## config.mk

```make
export PLATFORM = sky130hd
export DESIGN_NAME = dma_req_arbiter
export DESIGN_NICKNAME = d
export VERILOG_FILES = /design/src/rtl/dma_arb_pkg.sv /design/src/rtl/dma_arb_prio_pick.sv /design/src/rtl/dma_arb_rr_pick.sv /design/src/rtl/dma_arb_grant_reg.sv /design/src/rtl/dma_req_arbiter.sv
export SDC_FILE = /design/constraint.sdc
export NUM_CORES = 1
export LEC_CHECK = 0
export BUFFER_PORTS_ARGS = -buffer_cell sky130_fd_sc_hd__buf_4
export CAP_MARGIN = 20
export CORE_AREA = 2 2 39 41
export CTS_CLUSTER_SIZE = 8
export DETAILED_ROUTE_END_ITERATION = 12
export DIE_AREA = 0 0 41 43
export PLACE_DENSITY_LB_ADDON = 0.2
export SLEW_MARGIN = 20
export SYNTH_ARGS = -nofsm -noshare
export SYNTH_HDL_FRONTEND = slang
export SYNTH_SLANG_ARGS = --single-unit
```

## constraint.sdc

```tcl
create_clock -name clk -period 1.4 [get_ports clk]
set_input_delay 0 -clock clk [delete_from_list [all_inputs] [get_ports clk]]
set_output_delay 0 -clock clk [all_outputs]
set_load 0.02 [all_outputs]
```

## src/rtl/dma_arb_pkg.sv

```systemverilog
package dma_arb_pkg;

   typedef enum logic {
      POL_FIXED = 1'b0,
      POL_ROUND = 1'b1
   } arb_policy_e;

   localparam int unsigned IDX_RX_DESC = 0;
   localparam int unsigned IDX_RX_DATA = 1;
   localparam int unsigned IDX_TX_DESC = 2;
   localparam int unsigned IDX_TX_DATA = 3;
   localparam int unsigned CLIENT_COUNT = 4;

   localparam int unsigned MAX_REQ = 16;

   function automatic arb_policy_e policy_of(input logic rr_bit, input logic fdx);
      return (rr_bit || fdx) ? POL_ROUND : POL_FIXED;
   endfunction

endpackage

```

## src/rtl/dma_arb_prio_pick.sv

```systemverilog
module dma_arb_prio_pick #(
   parameter int unsigned N_REQ = 4,
   localparam int unsigned IDX_W = (N_REQ > 1) ? $clog2(N_REQ) : 1
) (
   input  logic [N_REQ-1:0] req_i,
   output logic [N_REQ-1:0] oh_o,
   output logic [IDX_W-1:0] idx_o,
   output logic             any_o
);

   logic [N_REQ:0] seen;

   assign seen[0] = 1'b0;

   for (genvar gi = 0; gi < N_REQ; gi++) begin : g_chain
      assign seen[gi+1] = seen[gi] | req_i[gi];
      assign oh_o[gi]   = req_i[gi] & ~seen[gi];
   end

   assign any_o = seen[N_REQ];

   always_comb begin
      idx_o = '0;
      for (int i = 0; i < int'(N_REQ); i++) begin
         if (oh_o[i]) idx_o = IDX_W'(i);
      end
   end

endmodule

```

## src/rtl/dma_arb_rr_pick.sv

```systemverilog
module dma_arb_rr_pick #(
   parameter int unsigned N_REQ   = 4,
   parameter int unsigned RR_IMPL = 0,
   localparam int unsigned IDX_W  = (N_REQ > 1) ? $clog2(N_REQ) : 1
) (
   input  logic [N_REQ-1:0] req_i,
   input  logic [IDX_W-1:0] ptr_i,
   output logic [N_REQ-1:0] oh_o,
   output logic [IDX_W-1:0] idx_o,
   output logic             any_o
);

   if (RR_IMPL == 0) begin : g_masked
      logic [N_REQ-1:0] upper_mask;
      logic [N_REQ-1:0] upper_req;
      logic [N_REQ-1:0] upper_oh, full_oh;
      logic [IDX_W-1:0] upper_idx, full_idx;
      logic             upper_any, full_any;

      for (genvar gi = 0; gi < N_REQ; gi++) begin : g_mask
         assign upper_mask[gi] = (IDX_W'(gi) >= ptr_i);
      end

      assign upper_req = req_i & upper_mask;

      dma_arb_prio_pick #(.N_REQ(N_REQ)) u_upper (
         .req_i (upper_req),
         .oh_o  (upper_oh),
         .idx_o (upper_idx),
         .any_o (upper_any)
      );

      dma_arb_prio_pick #(.N_REQ(N_REQ)) u_full (
         .req_i (req_i),
         .oh_o  (full_oh),
         .idx_o (full_idx),
         .any_o (full_any)
      );

      assign oh_o  = upper_any ? upper_oh  : full_oh;
      assign idx_o = upper_any ? upper_idx : full_idx;
      assign any_o = full_any;
   end else begin : g_scan
      always_comb begin
         int unsigned pos;
         logic        found;
         oh_o  = '0;
         idx_o = '0;
         found = 1'b0;
         pos   = 0;
         for (int k = 0; k < int'(N_REQ); k++) begin
            pos = (int'(ptr_i) + k) % N_REQ;
            if (!found && req_i[pos]) begin
               found     = 1'b1;
               oh_o[pos] = 1'b1;
               idx_o     = IDX_W'(pos);
            end
         end
         any_o = found;
      end
   end

endmodule

```

## src/rtl/dma_arb_grant_reg.sv

```systemverilog
module dma_arb_grant_reg #(
   parameter int unsigned N_REQ  = 4,
   localparam int unsigned IDX_W = (N_REQ > 1) ? $clog2(N_REQ) : 1
) (
   input  logic             clk,
   input  logic             rst_n,
   input  logic             burst_done_i,
   input  logic [N_REQ-1:0] pick_oh_i,
   input  logic [IDX_W-1:0] pick_idx_i,
   input  logic             pick_any_i,
   output logic [N_REQ-1:0] grant_o,
   output logic [IDX_W-1:0] ptr_o,
   output logic             arb_point_o
);

   logic [N_REQ-1:0] grant_q;
   logic [IDX_W-1:0] ptr_q;
   logic [IDX_W-1:0] ptr_next;

   assign arb_point_o = (grant_q == '0) || burst_done_i;

   always_comb begin
      if (pick_idx_i == IDX_W'(N_REQ - 1)) ptr_next = '0;
      else                                 ptr_next = pick_idx_i + IDX_W'(1);
   end

   always_ff @(posedge clk) begin
      if (!rst_n) begin
         grant_q <= '0;
         ptr_q   <= '0;
      end else if (arb_point_o) begin
         grant_q <= pick_oh_i;
         if (pick_any_i) ptr_q <= ptr_next;
      end
   end

   assign grant_o = grant_q;
   assign ptr_o   = ptr_q;

endmodule

```

## src/rtl/dma_req_arbiter.sv

```systemverilog
module dma_req_arbiter
   import dma_arb_pkg::*;
#(
   parameter int unsigned N_REQ   = 4,
   parameter int unsigned RR_IMPL = 0,
   localparam int unsigned IDX_W  = (N_REQ > 1) ? $clog2(N_REQ) : 1
) (
   input  logic             clk,
   input  logic             rst_n,
   input  logic [N_REQ-1:0] req,
   input  logic             burst_done,
   input  logic             round_robin_en,
   input  logic             full_duplex,
   output logic [N_REQ-1:0] grant,
   output logic             busy
);

   if (N_REQ < 2 || N_REQ > MAX_REQ) begin : g_bad_count
      $error("dma_req_arbiter: N_REQ out of range");
   end
   if (RR_IMPL > 1) begin : g_bad_impl
      $error("dma_req_arbiter: RR_IMPL must be 0 or 1");
   end

   arb_policy_e      policy;
   logic [N_REQ-1:0] fx_oh, rr_oh, pick_oh;
   logic [IDX_W-1:0] fx_idx, rr_idx, pick_idx;
   logic             fx_any, rr_any, pick_any;
   logic [IDX_W-1:0] ptr;
   logic             arb_point;

   assign policy = policy_of(round_robin_en, full_duplex);

   dma_arb_prio_pick #(.N_REQ(N_REQ)) u_fixed (
      .req_i (req),
      .oh_o  (fx_oh),
      .idx_o (fx_idx),
      .any_o (fx_any)
   );

   dma_arb_rr_pick #(.N_REQ(N_REQ), .RR_IMPL(RR_IMPL)) u_rotate (
      .req_i (req),
      .ptr_i (ptr),
      .oh_o  (rr_oh),
      .idx_o (rr_idx),
      .any_o (rr_any)
   );

   always_comb begin
      if (policy == POL_ROUND) begin
         pick_oh  = rr_oh;
         pick_idx = rr_idx;
         pick_any = rr_any;
      end else begin
         pick_oh  = fx_oh;
         pick_idx = fx_idx;
         pick_any = fx_any;
      end
   end

   dma_arb_grant_reg #(.N_REQ(N_REQ)) u_hold (
      .clk          (clk),
      .rst_n        (rst_n),
      .burst_done_i (burst_done),
      .pick_oh_i    (pick_oh),
      .pick_idx_i   (pick_idx),
      .pick_any_i   (pick_any),
      .grant_o      (grant),
      .ptr_o        (ptr),
      .arb_point_o  (arb_point)
   );

   assign busy = |grant;

endmodule

```

==> flow_metrics.env, run 1 <==
export IMPL_path_max_fanout=3
export IMPL_grt_pass1_wl_microns=1980
export IMPL_cpPeakStageDelay_ps=450
export IMPL_tns_ps=0
export IMPL_worst_slack_ps=28.7
export IMPL_whs_ps=38.1
export IMPL_initial_core_util_pct=32.7
export IMPL_syn_avg_cell_area_sq_um=7.31
export IMPL_worstSetupPathType="reg -> reg"
export IMPL_synthTopCellsByArea="dfxtp_1 (27%), o21ai_0 (9.9%), a21oi_1 (6.6%)"
export IMPL_cts_reportedPaths_clkPinSlew_ps=50
export IMPL_ant_nets=0
export IMPL_hold_depth=3
export IMPL_synth_seq_area_share_pct=26.5
export IMPL_syn_nets=71
export IMPL_finalSetupViolCount=0
export IMPL_placed_cells=95
export IMPL_synth_area_sq_um=453
export IMPL_irDropWorstVdd_uv=564
export IMPL_r2r_end="u_hold.grant_o[2]"
export IMPL_dp_slack_ps=-18.9
export IMPL_vias=544
export IMPL_num_io_pins=14
export IMPL_slowest_stage="or4b_1"
export IMPL_hold_buffers=0
export IMPL_antenna_found_initial=0
export IMPL_layout_cells_most_common="buf_4"
export IMPL_fin_crit_sh_pct=98.0
export IMPL_track_usage_pct=16.8
export IMPL_grt_pass1_vias=473
export IMPL_tightest_slew_ps=260
export IMPL_crit_buf_inv=0
export IMPL_synthFlopType="dfxtp_1"
export IMPL_cts_max_level=1
export IMPL_synth_top_area_share_pct=26.5
export IMPL_pwr_density_cell_nw_per_um2=1170
export IMPL_synth_edf_count=0
export IMPL_hold_viol_final=0
export IMPL_clock_latency_ps=260
export IMPL_die_w_microns=41
export IMPL_synthArstFlopShare_pct=0
export IMPL_path_delay_family="simple AND/OR/NAND/NOR gates"
export IMPL_clock_sinks=6
export IMPL_synth_top_cell_by_area="dfxtp_1"
export IMPL_via_per_inst=5.55
export IMPL_clockBufferDepth=2
export IMPL_fin_cells=98
export IMPL_cap_violations=0
export IMPL_synth_cell_types=26
export IMPL_slew_viol_final=0
export IMPL_area_growth_synth_to_final_pct=42.5
export IMPL_portBuffers=13
export IMPL_overflow=0
export IMPL_timing_critical_path_to_type="flip-flop"
export IMPL_final_core_util_pct=46.7
export IMPL_fin_worst_skew_ps=3.03
export IMPL_critPathLaunchType="flip-flop"
export IMPL_arrival_ps=1560
export IMPL_rr_startpoint="u_hold.ptr_o[1]"
export IMPL_synth_cells=62
export IMPL_status="finished, final reports clean"
export IMPL_rsz0062_at_grt="yes"
export IMPL_hold_class="in -> reg"
export IMPL_fin_crit_ps=1370
export IMPL_drive_gt1_share_pct=37.8
export IMPL_grt_max_degree=10
export IMPL_max_slew_margin_pct=82.6
export IMPL_holdPathEnd="u_hold.grant_o[3]"
export IMPL_first_pass_iters=4
export IMPL_numCtsBuffers=3
export IMPL_die_h_microns=43
export IMPL_hpwl_microns=950
export IMPL_drtIter0Drc=18
export IMPL_nets=93
export IMPL_core_area_sq_um=1380
export IMPL_fp_row_count=14
export IMPL_cts_tree="yes"
export IMPL_yosys_warnings=0
export IMPL_final_cell_mix="buf_4 (21), o21ai_0 (7), nor2_1 (6), a21oi_1 (6), dfxtp_1 (5)"
export IMPL_cts_root_buf="clkbuf_4"
export IMPL_post_drt_wl_per_cell_microns=13.0
export IMPL_path_cells="nand2b_4, a21oi_4, o31ai_4, or4b_1, a31oi_1"
export IMPL_fmax_ghz=0.729
export IMPL_place_congestion=0.860
export IMPL_n_antenna_cell=0
export IMPL_yosys_register_bits=6
export IMPL_worstPathRequired_ps=1590
export IMPL_dieArea_sq_um=1760
export IMPL_hp_start="burst_done"
export IMPL_drc=0
export IMPL_r2r_cells=5
export IMPL_drt_total_wl_microns=1270
export IMPL_p_leak_nw=0.267
export IMPL_r2r_slack_ps=30
## tightest hold or removal path, stage by stage
cell      delay (ps)
buf_4             90
nand3b_1         100
o21ai_1           60
## state kept, by name (all words and copies together) (netlist names)
| name | cells |
|---|---|
| u_hold.grant_o | 4 |
| u_hold.ptr_o | 2 |
## what timing repair did
| action | 4_1_cts | 5_1_grt |
|---|---|---|
| buffers inserted | 0 | 0 |
| endpoints found under the setup margin | 1 | 2 |
| pin swaps | 0 | 2 |
| gates resized for setup | 1 | 4 |
## cells by family after synthesis
group,share of synthesized area (%)
and+or+nand+nor,31.2
AOI/OAI and AO/OA,34.0
DFF,26.5
buffers and inverters,8.29
## through the flow
| step | total power, W | cell area (sq um) |
|---|---|---|
| after detailed placement | 0.000565 | 608 |
| after global routing | 0.000805 | 646 |
| after CTS | 0.000741 | 632 |
| final | 0.000754 | 646 |
| after floorplan | 0.000419 | 460 |
| after global placement | 0.000564 | 608 |
## report_power, final
group / total (W) / switching [W] / leakage, nW / internal (W)
sequential: 0.000222 / 0.0000220 / 0.0498 / 0.000200
combinational: 0.000360 / 0.000185 / 0.203 / 0.000174
clock: 0.000173 / 0.0000750 / 0.0138 / 0.0000978
total: 0.000754 / 0.000282 / 0.267 / 0.000472
## cells in the mapped netlist (all sizes together) (2+ instances only)
library cell and instances:
dfxtp 6, nor2 6, nand3b 2, o21ai 10, nand2 4, nor4 2, nand2b 4, or2 2
inv 2, a31oi 2, a21oi 7, buf 3, nor3 2
## cell type report
type,count,area [sq um]
Multi-Input combinational cell,50,317
Sequential cell,6,121
Clock buffer,3,22.5
Fill cell,148,738
Timing Repair Buffer,21,158
Tap cell,16,20.0
Inverter,2,7.51
## metal layers
metal,track usage (%),wire length (microns),vias to the layer above
li1,-,-,269
met1,21.1,536,248
met2,24.4,600,23
met3,3.14,111,4
met4,12.0,25,0
met5,0,0,-
## worst max path at each step
stage                         to  depth (start not counted)  slack [ps]            start
6_report       u_hold.grant_o[2]                          5          30  u_hold.ptr_o[1]
3_5_place_dp   u_hold.grant_o[2]                          5         -20  u_hold.ptr_o[1]
4_1_cts        u_hold.grant_o[2]                          5           5  u_hold.ptr_o[1]
3_3_place_gp   u_hold.grant_o[2]                          5          40  u_hold.ptr_o[1]
2_1_floorplan  u_hold.grant_o[2]                          6         -50  u_hold.ptr_o[1]
5_1_grt        u_hold.grant_o[2]                          5         -40  u_hold.ptr_o[1]
Power figures use the tool's default switching activity.
==> inputs of run 2 (changes only) <==
- BUFFER_PORTS_ARGS: -buffer_cell sky130_fd_sc_hd__buf_4 -> default
- DONT_BUFFER_PORTS: default -> 1
==> run 2 against run 1 <==
Worst hold slack lost 10 ps. Largest cell class unchanged. Critical path type unchanged. Combinational power is 14% lower. Die area unchanged. Largest power group unchanged. Clock skew is 6.9 ps higher. Sequential share of layout area is 1.2 points higher. Clock-buffer cell count unchanged. Register-to-register slack hardly changed. Cell count is 7.1% lower. Sequential power about the same.
==> flow_metrics.env, run 2 (synthesized netlist as in run 1, its figures left out) <==
export IMPL_first_pass_iters=4
export IMPL_fp_row_count=14
export IMPL_path_delay_family="simple AND/OR/NAND/NOR gates"
export IMPL_max_slew_margin_pct=80.1
export IMPL_fin_crit_sh_pct=97.2
export IMPL_fin_crit_ps=1360
export IMPL_status="finished, final reports clean"
export IMPL_die_w_microns=41
export IMPL_finalSetupViolCount=0
export IMPL_path_max_fanout=3
export IMPL_initial_core_util_pct=32.7
export IMPL_fin_cells=91
export IMPL_num_io_pins=14
export IMPL_cts_max_level=1
export IMPL_pwr_density_cell_nw_per_um2=1140
export IMPL_overflow=0
export IMPL_met2_usage_pct=26.6
export IMPL_tightest_slew_ps=295
export IMPL_hpwl_microns=864
export IMPL_hold_viol_final=0
export IMPL_dieArea_sq_um=1760
export IMPL_tns_ps=0
export IMPL_portBuffers=0
export IMPL_drc=0
export IMPL_hp_start="req[3]"
export IMPL_drtIter0Drc=20
export IMPL_via_per_inst=5.70
export IMPL_cap_violations=0
export IMPL_drt_total_wl_microns=1330
export IMPL_arrival_ps=1540
export IMPL_whs_ps=27.6
export IMPL_r2r_slack_ps=40
export IMPL_finalPower_w=0.000693
export IMPL_place_congestion=0.788
export IMPL_slew_viol_final=0
export IMPL_slowest_stage="or4b_1"
export IMPL_crit_buf_inv=0
export IMPL_critPathLaunchType="flip-flop"
export IMPL_numCtsBuffers=3
export IMPL_grtUsageMet3_pct=0.524
export IMPL_ant_nets=0
export IMPL_vias=519
export IMPL_multiInputGateArea_sq_um=317
export IMPL_final_core_util_pct=43.8
export IMPL_fill_cells=164
export IMPL_cts_reportedPaths_clkPinSlew_ps=50
export IMPL_cp_startpoint="u_hold.ptr_o[1]"
export IMPL_cpPeakStageDelay_ps=450
export IMPL_fin_worst_skew_ps=9.93
export IMPL_hold_class="in -> reg"
export IMPL_track_usage_pct=16.7
export IMPL_fmax_ghz=0.735
export IMPL_worstPathRequired_ps=1580
export IMPL_r2r_cells=5
export IMPL_grt_max_degree=10
export IMPL_grt_pass1_wl_microns=2010
export IMPL_antenna_found_initial=0
export IMPL_r2r_end="u_hold.grant_o[2]"
export IMPL_cts_tree="yes"
export IMPL_cts_root_buf="clkbuf_4"
export IMPL_rsz0062_at_grt="yes"
export IMPL_path_cells="nand2b_4, a21oi_4, o31ai_4, or4b_1, a31oi_1"
export IMPL_hold_depth=2
export IMPL_clock_sinks=6
export IMPL_holdPathEnd="u_hold.ptr_o[0]"
export IMPL_use_met1_pct=21.1
export IMPL_grt_pass1_vias=498
export IMPL_largest_reg_flops=4
export IMPL_final_cell_mix="o21ai_0 (9), buf_4 (9), nor2_1 (6), a21oi_1 (6)"
export IMPL_clockBufferDepth=2
export IMPL_n_antenna_cell=0
export IMPL_placed_cells=83
export IMPL_irDropWorstVdd_uv=377
export IMPL_nets=86
export IMPL_p_leak_nw=0.229
export IMPL_busiest_layer="met2"
export IMPL_drive_gt1_share_pct=25.3
export IMPL_postCtsSetupBuffers=0
export IMPL_timing_critical_path_to_type="flip-flop"
export IMPL_worstSetupPathType="reg -> reg"
export IMPL_rr_startpoint="u_hold.ptr_o[1]"
export IMPL_post_drt_wl_per_cell_microns=14.6
export IMPL_die_h_microns=43
export IMPL_ff_latch_area_sq_um=121
export IMPL_core_area_sq_um=1380
export IMPL_area_growth_synth_to_final_pct=33.7
export IMPL_clock_latency_ps=250
## run 2: final cells by class
cell class	count	share of cell area (%)
Clock buffer	3	3.72
Multi-Input combinational cell	50	52.3
Timing Repair Buffer	14	19.4
Sequential cell	6	20.0
Inverter	2	1.24
Tap cell	16	3.31
## run 2: power by group
group	internal [W]	switching, W
logic	0.000138	0.000170
clock network	0.0000973	0.0000674
registers	0.000200	0.0000201
total	0.000436	0.000257
## run 2: worst max path at each step
| stage | slack (ps) | to | depth (start not counted) |
|---|---|---|---|
| 2_1_floorplan | -50 | u_hold.grant_o[2] | 6 |
| 5_1_grt | -50 | u_hold.grant_o[2] | 5 |
| 3_3_place_gp | 40 | u_hold.grant_o[2] | 5 |
| 3_5_place_dp | -8 | u_hold.grant_o[2] | 5 |
| 6_report | 40 | u_hold.grant_o[2] | 5 |
| 4_1_cts | 6 | u_hold.grant_o[2] | 5 |
## run 2: metrics by stage
step | setup WS, ps | instance area (sq um)
final | 39.6 | 606
after global routing | -50.3 | 606
after CTS | 5.59 | 592
after detailed placement | -8.29 | 518
after global placement | 35.4 | 518
after floorplan | -45.8 | 460
## run 2: worst reg2reg max path, cell delays in order (launching register included)
cell	delay, ps
dfxtp_2	330
nand2b_4	130
a21oi_4	60
o31ai_4	180
or4b_1	450
a31oi_1	130
## run 2: repair_timing
action / 4_1_cts / 5_1_grt
setup endpoints to repair: 1 / 5
cloned: 0 / 0
hold buffers: 5 / 0
resized for setup: 1 / 2
pin swaps: 0 / 1
hold endpoints to repair: 6 / 0
## run 2: metal layers
layer  up-vias  share of wire (%)
met5         -                  0
li1        256                  -
met4         0                1.1
met3         2                7.7
met1       229                 43
met2        32                 48
==> inputs of run 3 (changes only) <==
- CTS_BUF_LIST: default -> sky130_fd_sc_hd__clkbuf_4 sky130_fd_sc_hd__clkbuf_8
- clock period: 1.4 -> 1.3 ns (I/O delays scaled with it)
==> run 3 against run 2 <==
The run now ends with hold timing, setup timing left. Global-route usage up 2.1 points. Combinational power up 17%. Fmax down 3.3%. Sequential cell count unchanged. Worst hold slack worse by 83 ps. Register-to-register slack worse by 150 ps. Sequential power up 11%. Non-clock buffer count up 1. Sequential share of layout area down 0.60 points. Routed wire length down 1.4%. Clock-buffer cell count unchanged. Critical endpoint unchanged.
==> flow_metrics.env, run 3 (synthesized netlist as in run 1, its figures left out) <==
export IMPL_n_antenna_cell=0
export IMPL_r2r_slack_ps=-110
export IMPL_place_area_sq_um=539
export IMPL_grtUsageMet3_pct=7.85
export IMPL_tightest_slew_ps=307
export IMPL_whs_ps=-55.5
export IMPL_track_usage_pct=18.8
export IMPL_hold_buffers=4
export IMPL_slew_viol_final=0
export IMPL_overflow=0
export IMPL_post_drt_wl_per_cell_microns=14.3
export IMPL_first_pass_iters=4
export IMPL_path_max_fanout=4
export IMPL_worstPathRequired_ps=1480
export IMPL_stdcell_area_sq_um=631
export IMPL_met2_usage_pct=23.4
export IMPL_fill_cells=153
export IMPL_crit_buf_inv=0
export IMPL_cap_violations=0
export IMPL_cts_reportedPaths_clkPinSlew_ps=50
export IMPL_clockBufferDepth=2
export IMPL_busiest_layer="met1"
export IMPL_use_met1_pct=25.5
export IMPL_numCtsBuffers=3
export IMPL_hp_start="req[1]"
export IMPL_fp_row_count=14
export IMPL_max_slew_margin_pct=79.5
export IMPL_largest_reg_flops=4
export IMPL_slowest_stage="or4b_1"
export IMPL_hold_depth=2
export IMPL_dieArea_sq_um=1760
export IMPL_area_growth_synth_to_final_pct=39.2
export IMPL_grt_max_degree=10
export IMPL_initial_core_util_pct=32.7
export IMPL_irDropWorstVdd_uv=561
export IMPL_drtIter0Drc=20
export IMPL_cpPeakStageDelay_ps=450
export IMPL_clock_latency_ps=250
export IMPL_drc=0
export IMPL_core_area_sq_um=1380
export IMPL_dp_slack_ps=-155
export IMPL_grt_pass1_vias=488
export IMPL_portBuffers=0
export IMPL_path_cells="nand2b_4, a21oi_4, o31ai_4, or4b_1, a31oi_1"
export IMPL_timing_critical_path_to_type="flip-flop"
export IMPL_fin_crit_sh_pct=108
export IMPL_fmax_ghz=0.711
export IMPL_hold_class="in -> reg"
export IMPL_final_cell_mix="buf_4 (11), nor2_1 (6), a21oi_1 (6), o21ai_1 (6)"
export IMPL_holdPathEnd="u_hold.grant_o[2]"
export IMPL_finalSetupViolCount=1
export IMPL_layout_cells_most_common="buf_4"
export IMPL_critPathLaunchType="flip-flop"
export IMPL_cts_tree="yes"
export IMPL_pwr_density_cell_nw_per_um2=1240
export IMPL_vias=527
export IMPL_ant_nets=0
export IMPL_rr_startpoint="u_hold.ptr_o[1]"
export IMPL_cts_root_buf="clkbuf_4"
export IMPL_multiInputGateArea_sq_um=335
export IMPL_worstSetupPathType="reg -> reg"
export IMPL_hpwl_microns=939
export IMPL_via_per_inst=5.73
export IMPL_rsz0062_at_grt="yes"
export IMPL_fin_crit_ps=1410
export IMPL_num_io_pins=14
export IMPL_nets=87
export IMPL_status="complete, but fails checks"
export IMPL_path_delay_family="simple AND/OR/NAND/NOR gates"
export IMPL_drt_total_wl_microns=1310
export IMPL_arrival_ps=1580
export IMPL_final_core_util_pct=45.6
export IMPL_worst_slack_ps=-107
export IMPL_die_w_microns=41
export IMPL_grt_pass1_wl_microns=2190
export IMPL_ff_latch_area_sq_um=123
export IMPL_r2r_end="u_hold.grant_o[2]"
export IMPL_hold_viol_final=1
export IMPL_place_congestion=0.854
export IMPL_drive_gt1_share_pct=31.6
export IMPL_antenna_found_initial=0
export IMPL_tns_ps=-107
export IMPL_failed_checks="hold timing, setup timing"
export IMPL_r2r_cells=5
export IMPL_die_h_microns=43
export IMPL_cts_max_level=1
export IMPL_clock_sinks=6
export IMPL_fin_worst_skew_ps=4.76
export IMPL_p_leak_nw=0.241
[run 3: through the flow]
stage | hold slack [ps] | total power, W | instances
6_report | -55.5 | 0.000781 | 92
3_5_place_dp | 147 | 0.000551 | 85
4_1_cts | -59.1 | 0.000763 | 92
5_1_grt | -69.3 | 0.000847 | 92
2_1_floorplan | 144 | 0.000460 | 62
3_3_place_gp | 147 | 0.000551 | 85
[run 3: worst max-delay path by stage]
stage,depth (start not counted),end,start,slack [ps]
finish,5,u_hold.grant_o[2],u_hold.ptr_o[1],-110
global route,5,u_hold.grant_o[2],u_hold.ptr_o[1],-150
CTS,5,u_hold.grant_o[2],u_hold.ptr_o[1],-100
detailed placement,5,u_hold.grant_o[2],u_hold.ptr_o[1],-160
global placement,5,u_hold.grant_o[2],u_hold.ptr_o[1],-90
floorplan,6,u_hold.grant_o[2],u_hold.ptr_o[1],-150
[run 3: what timing repair did]
| action | in CTS | in global routing |
|---|---|---|
| buffers inserted | 0 | 0 |
| endpoints found under the setup margin | 3 | 6 |
| endpoints found under the hold margin | 6 | 1 |
| gates resized for setup | 2 | 10 |
| pin swaps | 1 | 3 |
[run 3: layer usage]
metal | vias up | part of all wire (%)
met5 | - | 0
met4 | 0 | 1.5
met3 | 3 | 9.3
met2 | 34 | 45
met1 | 232 | 44
li1 | 258 | -
[run 3: area by class of cell]
| type | instances | share of cell area, % |
|---|---|---|
| multi-input combinational | 50 | 53.2 |
| sequential | 6 | 19.4 |
| timing repair buffer | 15 | 19.4 |
| clock buffer | 3 | 3.57 |
| tap | 16 | 3.17 |
| inverter | 2 | 1.19 |
[run 3: report_power, final]
part / switching (W) / total [W] / internal [W]
clock: 0.0000730 / 0.000178 / 0.000105
sequential: 0.0000287 / 0.000245 / 0.000216
combinational: 0.000191 / 0.000359 / 0.000167
